<file path="config.mk">
export PLATFORM = sky130hd
export DESIGN_NAME = path_rei_inserter
export DESIGN_NICKNAME = d
export VERILOG_FILES = /design/src/rtl/rei_pkg.sv /design/src/rtl/rei_trig_fsm.sv /design/src/rtl/rei_chan_sel.sv /design/src/rtl/path_rei_inserter.sv
export SDC_FILE = /design/constraint.sdc
export NUM_CORES = 1
export LEC_CHECK = 0
export CAP_MARGIN = 10
export CORE_UTILIZATION = 37
export CTS_CLUSTER_DIAMETER = 150
export DETAILED_ROUTE_END_ITERATION = 12
export HOLD_SLACK_MARGIN = 0.03
export PLACE_DENSITY_LB_ADDON = 0.2
export SYNTH_ARGS = -nofsm -noshare
export SYNTH_HDL_FRONTEND = slang
export SYNTH_SLANG_ARGS = --single-unit
</file>
<file path="constraint.sdc">
create_clock -name clk -period 1.25 [get_ports clk]
set_input_delay 0.3125 -clock clk [delete_from_list [all_inputs] [get_ports clk]]
set_output_delay 0.3125 -clock clk [all_outputs]
set_load 0.005 [all_outputs]
</file>
<file path="src/rtl/rei_pkg.sv">
package rei_pkg;
    typedef enum logic [0:0] {
        TRG_IDLE    = 1'b0,
        TRG_PENDING = 1'b1
    } trg_state_e;
endpackage

</file>
<file path="src/rtl/rei_trig_fsm.sv">
module rei_trig_fsm
    import rei_pkg::*;
(
    input  logic clk,
    input  logic rst_n,
    input  logic err_trig,
    input  logic frame_strobe,
    output logic trig_hit
);
    trg_state_e state_q;
    trg_state_e state_d;

    // State register
    always_ff @(posedge clk or negedge rst_n) begin
        if (!rst_n) state_q <= TRG_IDLE;
        else        state_q <= state_d;
    end

    // Next state
    always_comb begin
        state_d = state_q;
        unique case (state_q)
            TRG_IDLE:    if (err_trig && !frame_strobe) state_d = TRG_PENDING;
            TRG_PENDING: if (frame_strobe)              state_d = TRG_IDLE;
            default:                                    state_d = TRG_IDLE;
        endcase
    end

    // Output: a trigger is delivered to the frame being captured
    always_comb begin
        trig_hit = 1'b0;
        unique case (state_q)
            TRG_IDLE:    trig_hit = frame_strobe && err_trig;
            TRG_PENDING: trig_hit = frame_strobe;
            default:     trig_hit = 1'b0;
        endcase
    end
endmodule

</file>
<file path="src/rtl/rei_chan_sel.sv">
module rei_chan_sel #(
    parameter int REI_W   = 4,
    parameter int MAX_CNT = 8
) (
    input  logic [REI_W-1:0] local_cnt,
    input  logic [REI_W-1:0] prot_cnt,
    input  logic             prot_sel,
    input  logic             inhibit,
    input  logic             trig_hit,
    output logic [REI_W-1:0] rei_next
);
    localparam logic [REI_W-1:0] CAP = REI_W'(MAX_CNT);

    logic [REI_W-1:0] src_cnt;
    logic [REI_W-1:0] capped;

    always_comb begin
        src_cnt = prot_sel ? prot_cnt : local_cnt;
        capped  = (src_cnt > CAP) ? CAP : src_cnt;
        if (inhibit) rei_next = {{(REI_W-1){1'b0}}, trig_hit};
        else         rei_next = capped;
    end
endmodule

</file>
<file path="src/rtl/path_rei_inserter.sv">
module path_rei_inserter #(
    parameter int NUM_CH  = 3,
    parameter int REI_W   = 4,
    parameter int MAX_CNT = 8
) (
    input  logic                    clk,
    input  logic                    rst_n,
    input  logic                    frame_strobe,
    input  logic [NUM_CH*REI_W-1:0] b3_err_cnt,
    input  logic [NUM_CH-1:0]       auto_inhibit,
    input  logic                    err_trig,
    input  logic                    stm1_mode,
    input  logic                    prot_sel,
    input  logic [NUM_CH*REI_W-1:0] prot_rei,
    output logic [NUM_CH*REI_W-1:0] rei_out
);
    logic              trig_hit;
    logic [NUM_CH-1:0] eff_inhibit;

    rei_trig_fsm u_trig (
        .clk          (clk),
        .rst_n        (rst_n),
        .err_trig     (err_trig),
        .frame_strobe (frame_strobe),
        .trig_hit     (trig_hit)
    );

    assign eff_inhibit = stm1_mode ? {NUM_CH{auto_inhibit[0]}} : auto_inhibit;

    for (genvar ch = 0; ch < NUM_CH; ch++) begin : g_ch
        logic [REI_W-1:0] rei_next;

        rei_chan_sel #(
            .REI_W   (REI_W),
            .MAX_CNT (MAX_CNT)
        ) u_sel (
            .local_cnt (b3_err_cnt[ch*REI_W +: REI_W]),
            .prot_cnt  (prot_rei[ch*REI_W +: REI_W]),
            .prot_sel  (prot_sel),
            .inhibit   (eff_inhibit[ch]),
            .trig_hit  (trig_hit),
            .rei_next  (rei_next)
        );

        always_ff @(posedge clk or negedge rst_n) begin
            if (!rst_n)            rei_out[ch*REI_W +: REI_W] <= '0;
            else if (frame_strobe) rei_out[ch*REI_W +: REI_W] <= rei_next;
        end
    end
endmodule

</file>
==> out/results.tsv, run 1 <==
stage	metric	value	unit
logic_synthesis	Primary FF master, synth	dfrtp_1	
clock_tree	CTS max path bufs	2	
global_route	total grt overflow	0	
worst_setup_path	Worst setup EP type	register	
logic_synthesis	Post-Syn Area	766	um^2
global_route	initial antenna violation count	0	
sta	WHS	348	ps
place	GP Congestion	0.746	
routing	via count	830	
global_route	vias in the first global route	742	
logic_synthesis	mux cell area share after synthesis	15.0	%
sta	final hold viol count	0	
routing	final antenna-violating net count	0	
layout	final cell count without fillers	164	
floorplanning	Core Rows	16	
floorplanning	die area	0.00226	mm^2
power	Lkg Pwr	0.000645	uW
logic_synthesis	#FFs+latches synth	13	
layout	area delta synth->final	80.4	%
sta	Clock Skew	0.448	ps
logic_synthesis	top post-synthesis cells by count	dfrtp_1 (13), inv_1 (12), o22ai_1 (8)	
routing	DRC Markers	0	
sta	Setup violations, final	0	
logic_synthesis	largest area contributor in the netlist	dfrtp_1	
layout	FILL cells	176	
sta	crit path time final	1240	ps
worst_setup_path	CP max FO	2	
global_route	met2 Track Usage GR	32.3	%
worst_setup_path	Largest stage delay, worst path	450	ps
power	VDD IR-drop max	594	uV
logic_synthesis	Synth Area in Adders	0	%
logic_synthesis	Ys Warns	0	
clock_tree	CTS Buf Count	3	
place	placed insts	157	
clock_tree	# H-tree levels	1	
logic_synthesis	largest family of logic cells by synthesized area	compound AO/OA/AOI/OAI gates	
worst_setup_path	WP data required	1430	ps
logic_synthesis	Synth cell types	29	
floorplanning	Initial Util	39.0	%
layout	final layout net count	171	
clock_tree	CTS tree	built	
place	port buffer count	44	
routing	routed length per instance	13.2	um
clock_tree	worst skew pair latency	260	ps
logic_synthesis	Post-synth ARST share	100	%
logic_synthesis	Synth Area in Compound Gates	19.8	%
sta	max_slew headroom	82.4	%
floorplanning	I/O pin cnt	45	
min_path	Hold WC Path Type	primary input to async pin	
logic_synthesis	post-synth net total	111	
logic_synthesis	Post-Synthesis Cells	78	
sta	Max Clock Freq	806	MHz
sta	actual slew at the worst max-slew pin	264	ps
layout	Register Area	325	um^2
worst_setup_path	kind of critical path	primary input to register	
logic_synthesis	EDFF count, synth	0	
worst_setup_path	cells along the critical path	clkdlybuf4s50_1, o311ai_2, o2111ai_2, o221ai_1	
logic_synthesis	Post-Synth XOR/XNOR Area	0	%
logic_synthesis	Synth top area share	42.5	%
worst_setup_path	Reg2Reg Depth	3	
logic_synthesis	Area contributors post-synth	dfrtp_1 (42%), mux2i_1 (9.2%), o22ai_1 (6.5%)	
clock_tree	clk root buf	clkbuf_4	
place	post-DP HPWL	1750	um
sta	Slew Viols, Final	0	
routing	router iterations before antenna repair	3	
clock_tree	Worst-path clk slew	80	ps
run_status	status	finished, final reports clean	
worst_setup_path	R2R setup slack	250	ps
power	Power Density	791	mW/mm^2
layout	area of the multi-input gates	405	um^2
floorplanning	Die Wd	47.5	um
global_route	met3 Use GR	4.53	%
logic_synthesis	most frequent cell after synthesis	dfrtp_1	
routing	Routed WL	2160	um
routing	Vias/cell	5.06	
layout	n_diodes	0	
worst_setup_path	Crit path arrival time	1420	ps
logic_synthesis	Syn Area/Cell	9.82	um^2
sta	fin crit share	99.3	%
sta	RSZ-0062 raised after global routing	false	
floorplanning	core box area	0.00196	mm^2
global_route	largest net degree at the start of global routing	14	
logic_synthesis	register area share after synthesis	42.5	%
routing	DR iter-0 viols	13	
logic_synthesis	Synth Area in Simple Gates	13.7	%
global_route	Total GRT Usage	18.4	%
worst_setup_path	Critical R2R Launch	u_trig.state_q	
flow_run	max_cap viols	0	
global_route	Most Crowded Layer GR	met2	
layout	layout cells sized above 1	22.6	%
global_route	GR Layer Usage met1	21.5	%
clock_tree	Sink Count	13	
worst_setup_path	Startpoint Class	primary input	
worst_setup_path	RR Endpoint	rei_out[8]	
floorplanning	die height	47.5	um
worst_setup_path	Slowest-stage cell, CP	clkdlybuf4s50_1	
global_route	first-pass GRT wire length	2910	um
-- metrics by stage --
stage	setup slack, ps	instance area (um^2)	power [uW]	util (%)	TNS (ps)
final	9.34	1380	1090	70.4	0
after floorplan	0.140	766	606	-	0
after global placement	-417	1310	841	66.6	-4460
after global routing	0.458	1380	1160	70.4	0
after CTS	4.68	1330	1080	67.7	0
after detailed placement	-461	1310	848	66.6	-4830
-- placed cells by master (no fill, tap or decap), types with 2 or more instances in the layout --
master           count
clkdlybuf4s50_1     24
buf_4               15
dfrtp_1             13
inv_1               12
clkdlybuf4s15_1     11
dlygate4sd2_1        8
mux2i_1              6
o22ai_1              6
nor2_1               4
nand2_1              4
mux2_2               4
clkbuf_4             3
nand2b_1             2
o22ai_2              2
a41o_1               2
-- kinds of logic (layout without fill, tap and decap cells) --
logic type | count (synthesis) | after routing
AOI/OAI and AO/OA | 20 | 20
buffers and inverters | 16 | 75
DFF | 13 | 13
muxes | 11 | 11
and+or+nand+nor | 18 | 18
-- final cells by class --
cell class                 count  area share [%]
clock buffer                   4            1.90
timing repair buffer          59            39.5
tap                           27            2.45
multi-input combinational     49            29.3
sequential                    13            23.6
inverter                      12            3.26
-- critical path, delay by kind of cell --
kind,cells,cell delay [ps]
buf+inv,1,450
compound gates,3,660
-- where the power goes --
part / total, uW / internal (uW) / leakage (uW) / switching (uW)
Combinational: 363 / 228 / 0.000461 / 135
Sequential: 479 / 458 / 0.000169 / 20.1
Clock: 250 / 123 / 0.0000150 / 127
Total: 1090 / 810 / 0.000645 / 282
-- layer usage --
| layer | routed length [um] | up-vias |
|---|---|---|
| met2 | 1070 | 28 |
| met4 | 9 | 0 |
| met1 | 910 | 395 |
| met5 | 0 | - |
| li1 | - | 405 |
| met3 | 172 | 2 |
-- how the worst max path moves through the flow --
stage               cells past startpoint  slack (ps)         end   startpoint
detailed placement                      5        -460  rei_out[3]     prot_sel
floorplan                               4         0.1  rei_out[8]     prot_sel
CTS                                     4           5  rei_out[4]  prot_rei[4]
global route                            1         0.5  rei_out[2]   rei_out[2]
global placement                        5        -420  rei_out[3]     prot_sel
finish                                  4           9  rei_out[4]  prot_rei[4]
-- sequential cells by signal (all words and copies together) (netlist names) --
register,count
rei_out,12
u_trig.state_q,1
-- repair_timing --
action / CTS / global route
hold buffers: 0 / 0
gates resized for setup: 21 / 18
endpoints found under the setup margin: 24 / 14
buffers inserted: 2 / 1
pin swaps: 5 / 3
No activity file was read; power rests on OpenSTA's default activity.
==> inputs of run 2 (changes only) <==
GPL_TIMING_DRIVEN = 0   (was unset)
REMOVE_ABC_BUFFERS = 1   (was unset)
==> run 2 against run 1 <==
- clock skew is essentially flat
- routed wire length shrank 11%
- register-to-register slack hardly changed
- clock power up 4%
- die area unchanged
- hold slack better by 45 ps
- setup slack improved by 13 ps
- sequential share of layout area grew 1.6 points
==> out/results.tsv, run 2 (synthesized netlist as in run 1, its figures left out) <==
stage	metric	value	unit
power	Flop pwr share	45.1	%
global_route	GR Layer Usage met1	23.0	%
global_route	total grt overflow	0	
global_route	Most Crowded Layer GR	met2	
floorplanning	die area	0.00226	mm^2
sta	final hold viol count	0	
power	sw frac	26.8	%
worst_setup_path	Reg2Reg Depth	3	
power	Lkg Pwr	0.000597	uW
routing	Routed WL	1940	um
worst_setup_path	R2R setup slack	250	ps
floorplanning	Core Rows	16	
floorplanning	core box area	0.00196	mm^2
routing	DRC Markers	0	
floorplanning	Initial Util	39.0	%
global_route	largest net degree at the start of global routing	23	
worst_setup_path	Slowest-stage cell, CP	clkdlybuf4s50_1	
routing	DR iter-0 viols	5	
power	VDD IR-drop max	610	uV
flow_run	max_cap viols	0	
layout	Largest register FFs	12	
min_path	Worst Hold Depth	3	
global_route	met3 Use GR	3.77	%
sta	worst setup margin	22.4	ps
worst_setup_path	RR Endpoint	rei_out[8]	
worst_setup_path	cells along the critical path	clkdlybuf4s50_1, o311ai_2, o2111ai_2, o221ai_1	
routing	via count	757	
layout	Top reg by flops	rei_out	
sta	Max Clock Freq	815	MHz
layout	n_diodes	0	
worst_setup_path	Largest stage delay, worst path	430	ps
min_path	Hold WC Path Type	primary input to register	
place	pre-CTS WS	-878	ps
sta	Clock Skew	0.113	ps
min_path	hold path endpoint	rei_out[10]	
clock_tree	CTS tree	built	
routing	final antenna-violating net count	0	
place	post-DP HPWL	1470	um
routing	routed length per instance	12.7	um
worst_setup_path	CP top delay family	compound AO/OA/AOI/OAI gates	
sta	fin crit share	98.2	%
layout	FILL cells	185	
clock_tree	# H-tree levels	1	
layout	largest registers	rei_out (12), u_trig.state_q (1)	
worst_setup_path	WP data required	1440	ps
place	port buffer count	44	
power	total power	1060	uW
power	Cell Int Power	776	uW
global_route	first-pass GRT wire length	2930	um
power	Clock Power Share	24.4	%
layout	most frequent cells in the layout	clkdlybuf4s50_1 (23), dfrtp_1 (13), inv_1 (12), clkdlybuf4s15_1 (12), o22ai_1 (8)	
worst_setup_path	CP max FO	2	
floorplanning	I/O pin cnt	45	
global_route	vias in the first global route	693	
worst_setup_path	kind of critical path	primary input to register	
clock_tree	Sink Count	13	
sta	RSZ-0062 raised after global routing	false	
sta	max_slew headroom	60.6	%
clock_tree	hold-fix buffers at CTS	0	
power	P_sw	284	uW
floorplanning	die height	47.5	um
worst_setup_path	Buf/Inv on CP	1	
routing	router iterations before antenna repair	2	
layout	commonest non-fill, non-tap cell in the layout	clkdlybuf4s50_1	
sta	Slew Viols, Final	0	
clock_tree	clk root buf	clkbuf_4	
layout	layout cells sized above 1	16.8	%
worst_setup_path	Worst setup EP type	register	
worst_setup_path	Critical R2R Launch	u_trig.state_q	
power	Comb pwr share	30.5	%
sta	crit path time final	1230	ps
global_route	initial antenna violation count	0	
place	GP Congestion	0.674	
layout	Core Util, Final	65.9	%
min_path	HP Start	prot_rei[10]	
sta	Setup violations, final	0	
power	Power Density	820	mW/mm^2
floorplanning	Die Wd	47.5	um
routing	Vias/cell	4.98	
clock_tree	CTS max path bufs	2	
worst_setup_path	Startpoint Class	primary input	
layout	final layout net count	159	
global_route	Total GRT Usage	18.6	%
sta	actual slew at the worst max-slew pin	590	ps
worst_setup_path	Crit path arrival time	1420	ps
clock_tree	Worst-path clk slew	80	ps
clock_tree	CTS Buf Count	3	
layout	area delta synth->final	68.8	%
global_route	met2 Track Usage GR	32.1	%
run_status	status	finished, final reports clean	
clock_tree	worst skew pair latency	270	ps
==> run 2: tightest hold or removal path: stages <==
cell and delay (ps):
dlymetal6s2s_1 110, a32oi_1 100, o22ai_1 100
==> run 2: through the flow <==
step	hold WS, ps	cells	area [um^2]	TNS, ps
floorplan	16.9	74	742	0
global placement	480	145	1220	-8860
detailed placement	498	145	1220	-8940
CTS	423	151	1260	-39.5
global route	420	152	1290	0
finish	394	152	1290	0
==> run 2: worst max-delay path by stage <==
stage	slack, ps	to	start	depth (start not counted)
after floorplan	110	rei_out[8]	prot_rei[9]	3
after detailed placement	-880	rei_out[8]	prot_sel	4
after CTS	-40	rei_out[8]	prot_rei[9]	4
after global placement	-870	rei_out[8]	prot_sel	4
final	20	rei_out[4]	prot_rei[6]	4
after global routing	7	rei_out[5]	rei_out[5]	1
==> run 2: repair_timing <==
item / in CTS / in global routing
setup endpoints to repair: 24 / 15
pin swaps: 2 / 3
resized for setup: 29 / 17
gates cloned: 0 / 0
buffers inserted: 2 / 1
==> run 2: power groups by stage <==
stage / combinational, uW / sequential [uW] / clock [uW]
finish: 324 / 478 / 259
CTS: 314 / 476 / 273
detailed placement: 327 / 486 / 0
floorplan: 98.4 / 489 / 0
global route: 358 / 482 / 297
global placement: 323 / 485 / 0
==> run 2: routing by layer <==
layer	share of wire, %	vias to the layer above
li1	-	377
met5	0	-
met4	0	0
met1	44	360
met3	5.4	0
met2	50	20
==> run 2: final cells by class <==
class	count	area (um^2)	share of cell area (%)
timing repair buffer	47	455	35.2
sequential	13	325	25.2
multi-input combinational	49	405	31.4
tap	27	33.8	2.61
clock inverter	1	5.00	0.387
clock buffer	3	22.5	1.74
inverter	12	45.0	3.48
==> inputs of run 3 (changes only) <==
CORE_UTILIZATION = 38   (was 37)
SYNTH_HIERARCHICAL = 1   (was unset)
==> run 3 against run 2 <==
- non-clock buffer count increased by 6
- die area increased by 3.6%
- combinational power increased by 9.6%
- fmax decreased by 0.67%
- clock power decreased by 2%
- hold slack improved by 10 ps
- count of clock-buffer cells in the layout increased by 1
- routed wire length about the same
- sequential share of layout area decreased by 1.2 points
- global-route usage decreased by 1.4 points
- first-iteration DRC count increased by 40%
==> out/results.tsv, run 3 <==
stage	metric	value	unit
floorplanning	die height	48.3	um
routing	routed length per instance	13.0	um
floorplanning	core box area	0.00198	mm^2
routing	DR iter-0 viols	7	
layout	Top reg by flops	rei_out	
sta	Setup violations, final	0	
layout	Register Area	325	um^2
logic_synthesis	Primary FF master, synth	dfrtp_1	
global_route	GR Layer Usage met1	23.4	%
layout	Core Util, Final	68.6	%
layout	area delta synth->final	66.6	%
logic_synthesis	EDFF count, synth	0	
worst_setup_path	Worst setup EP type	register	
sta	crit path time final	1240	ps
power	Power Density	804	mW/mm^2
logic_synthesis	Synth Area in Adders	0	%
logic_synthesis	largest family of logic cells by synthesized area	multiplexers	
logic_synthesis	Post-Synth XOR/XNOR Area	0	%
place	port buffer count	44	
routing	DRC Markers	0	
worst_setup_path	Critical R2R Launch	u_trig/state_q	
layout	Largest register FFs	12	
place	placed insts	136	
clock_tree	worst skew pair latency	270	ps
logic_synthesis	Synth cell types	15	
layout	final layout net count	156	
power	Lkg Pwr	0.000657	uW
logic_synthesis	Ys Warns	6	
sta	Slew Viols, Final	0	
clock_tree	Sink Count	13	
logic_synthesis	Synth top area share	39.9	%
routing	via count	723	
sta	Max Clock Freq	809	MHz
global_route	met2 Track Usage GR	26.8	%
flow_run	max_cap viols	0	
min_path	Hold WC Path Type	primary input to async pin	
global_route	met3 Use GR	4.09	%
floorplanning	Initial Util	41.2	%
global_route	Most Crowded Layer GR	met2	
sta	fin crit share	98.9	%
clock_tree	CTS Buf Count	3	
sta	actual slew at the worst max-slew pin	575	ps
logic_synthesis	Synth Area in Simple Gates	22.1	%
logic_synthesis	Area contributors post-synth	dfrtp_1 (40%), mux2_4 (18%), or3b_1 (6.4%)	
worst_setup_path	Setup crit end	rei_out[0]	
worst_setup_path	R2R setup slack	70	ps
layout	area of the multi-input gates	487	um^2
clock_tree	# H-tree levels	1	
worst_setup_path	Reg2Reg Depth	4	
layout	FILL cells	156	
worst_setup_path	crit path launch	prot_rei[0]	
routing	Vias/cell	4.85	
layout	commonest non-fill, non-tap cell in the layout	clkdlybuf4s50_1	
clock_tree	hold-fix buffers at CTS	0	
logic_synthesis	Post-Syn Area	816	um^2
sta	RSZ-0062 raised after global routing	false	
layout	largest registers	rei_out (12), u_trig/state_q (1)	
clock_tree	clk root buf	clkbuf_4	
sta	final hold viol count	0	
global_route	initial antenna violation count	0	
layout	layout cells sized above 1	27.0	%
worst_setup_path	kind of critical path	primary input to register	
clock_tree	CTS tree	built	
floorplanning	Core Rows	16	
global_route	Total GRT Usage	17.2	%
worst_setup_path	WP data required	1410	ps
place	post-DP HPWL	1380	um
floorplanning	Die Wd	48.3	um
logic_synthesis	mux cell area share after synthesis	27.6	%
sta	Clock Skew	1.19	ps
logic_synthesis	Post-synth ARST share	100	%
logic_synthesis	Post-Synthesis Cells	66	
floorplanning	I/O pin cnt	45	
logic_synthesis	most frequent cell after synthesis	dfrtp_1	
place	GP Congestion	0.714	
worst_setup_path	CP max FO	1	
routing	Routed WL	1940	um
worst_setup_path	RR Endpoint	rei_out[4]	
worst_setup_path	Startpoint Class	primary input	
layout	n_diodes	0	
global_route	largest net degree at the start of global routing	22	
layout	final cell count without fillers	149	
global_route	first-pass GRT wire length	3080	um
clock_tree	CTS max path bufs	2	
global_route	vias in the first global route	688	
worst_setup_path	Crit path arrival time	1390	ps
run_status	status	finished, final reports clean	
logic_synthesis	register area share after synthesis	39.9	%
clock_tree	Worst-path clk slew	80	ps
logic_synthesis	Syn Area/Cell	12.4	um^2
logic_synthesis	#FFs+latches synth	13	
sta	max_slew headroom	61.5	%
floorplanning	die area	0.00234	mm^2
logic_synthesis	top post-synthesis cells by count	dfrtp_1 (13), mux2_4 (10), a21oi_1 (6), nand3b_1 (6), or3b_1 (6)	
global_route	total grt overflow	0	
logic_synthesis	largest area contributor in the netlist	dfrtp_1	
routing	router iterations before antenna repair	3	
logic_synthesis	Synth Area in Compound Gates	9.05	%
power	VDD IR-drop max	678	uV
routing	final antenna-violating net count	0	
layout	most frequent cells in the layout	clkdlybuf4s50_1 (17), dfrtp_1 (13), mux2_4 (12)	
==> run 3: changes by cell type after synthesis, moves of 4 or more <==
cell / change
inv_1: -12
mux2_4: +10
o22ai_1: -8
nand2_1: -4
or3b_1: +6
a21oi_1: +6
nand3b_1: +5
mux2i_1: -4
==> run 3: critical path, stage by stage <==
cell and delay (ps):
clkdlybuf4s50_1 400, and3b_2 200, o31a_1 230, mux2_4 250
==> run 3: final cells by class <==
class | instances | area share [%]
timing repair buffer | 53 | 35.8
clock buffer | 4 | 1.93
sequential | 13 | 23.9
tap | 27 | 2.49
multi-input combinational | 52 | 35.8
==> run 3: routing by layer <==
metal	up-vias	part of all wire (%)
met5	-	0
met4	0	0.72
met3	2	5.6
met2	26	45
met1	332	49
li1	363	-
==> run 3: cell families (layout without fill, tap and decap cells) <==
| logic type | count (synthesis) | count (layout) |
|---|---|---|
| AO/OA/AOI/OAI | 11 | 11 |
| multiplexers | 17 | 17 |
| flip-flops | 13 | 13 |
| AND/OR/NAND/NOR | 24 | 24 |
| buffers and inverters | 1 | 57 |
==> run 3: worst min path at each step <==
stage,startpoint,end,slack [ps],cells after the start
final,rst_n,rei_out[1],400,1
after global routing,err_trig,u_trig/state_q,410,2
after CTS,err_trig,u_trig/state_q,410,2
after detailed placement,u_trig/state_q,u_trig/state_q,490,1
after global placement,u_trig/state_q,u_trig/state_q,480,1
after floorplan,rst_n,rei_out[0],20,0
==> run 3: report_power, final <==
group          switching, uW  internal, uW
Combinational            113           241
Sequential              20.9           461
Clock                    132           123
==> run 3: metrics by stage <==
stage          setup slack (ps)  power, uW  hold WS, ps  setup TNS (ps)  instance area [um^2]
2_1_floorplan             -66.7        616         16.9            -133                   805
3_3_place_gp               -873        840          481           -9180                  1280
3_5_place_dp               -888        845          489           -9410                  1280
4_1_cts                    1.02       1080          407               0                  1310
5_1_grt                   0.204       1170          410               0                  1360
6_report                   14.1       1090          404               0                  1360
==> run 3: repair_timing <==
item                       in CTS  in global routing
gates resized for setup        39                 13
buffers inserted                4                  5
setup endpoints to repair      25                 17
pin swaps                       4                  0
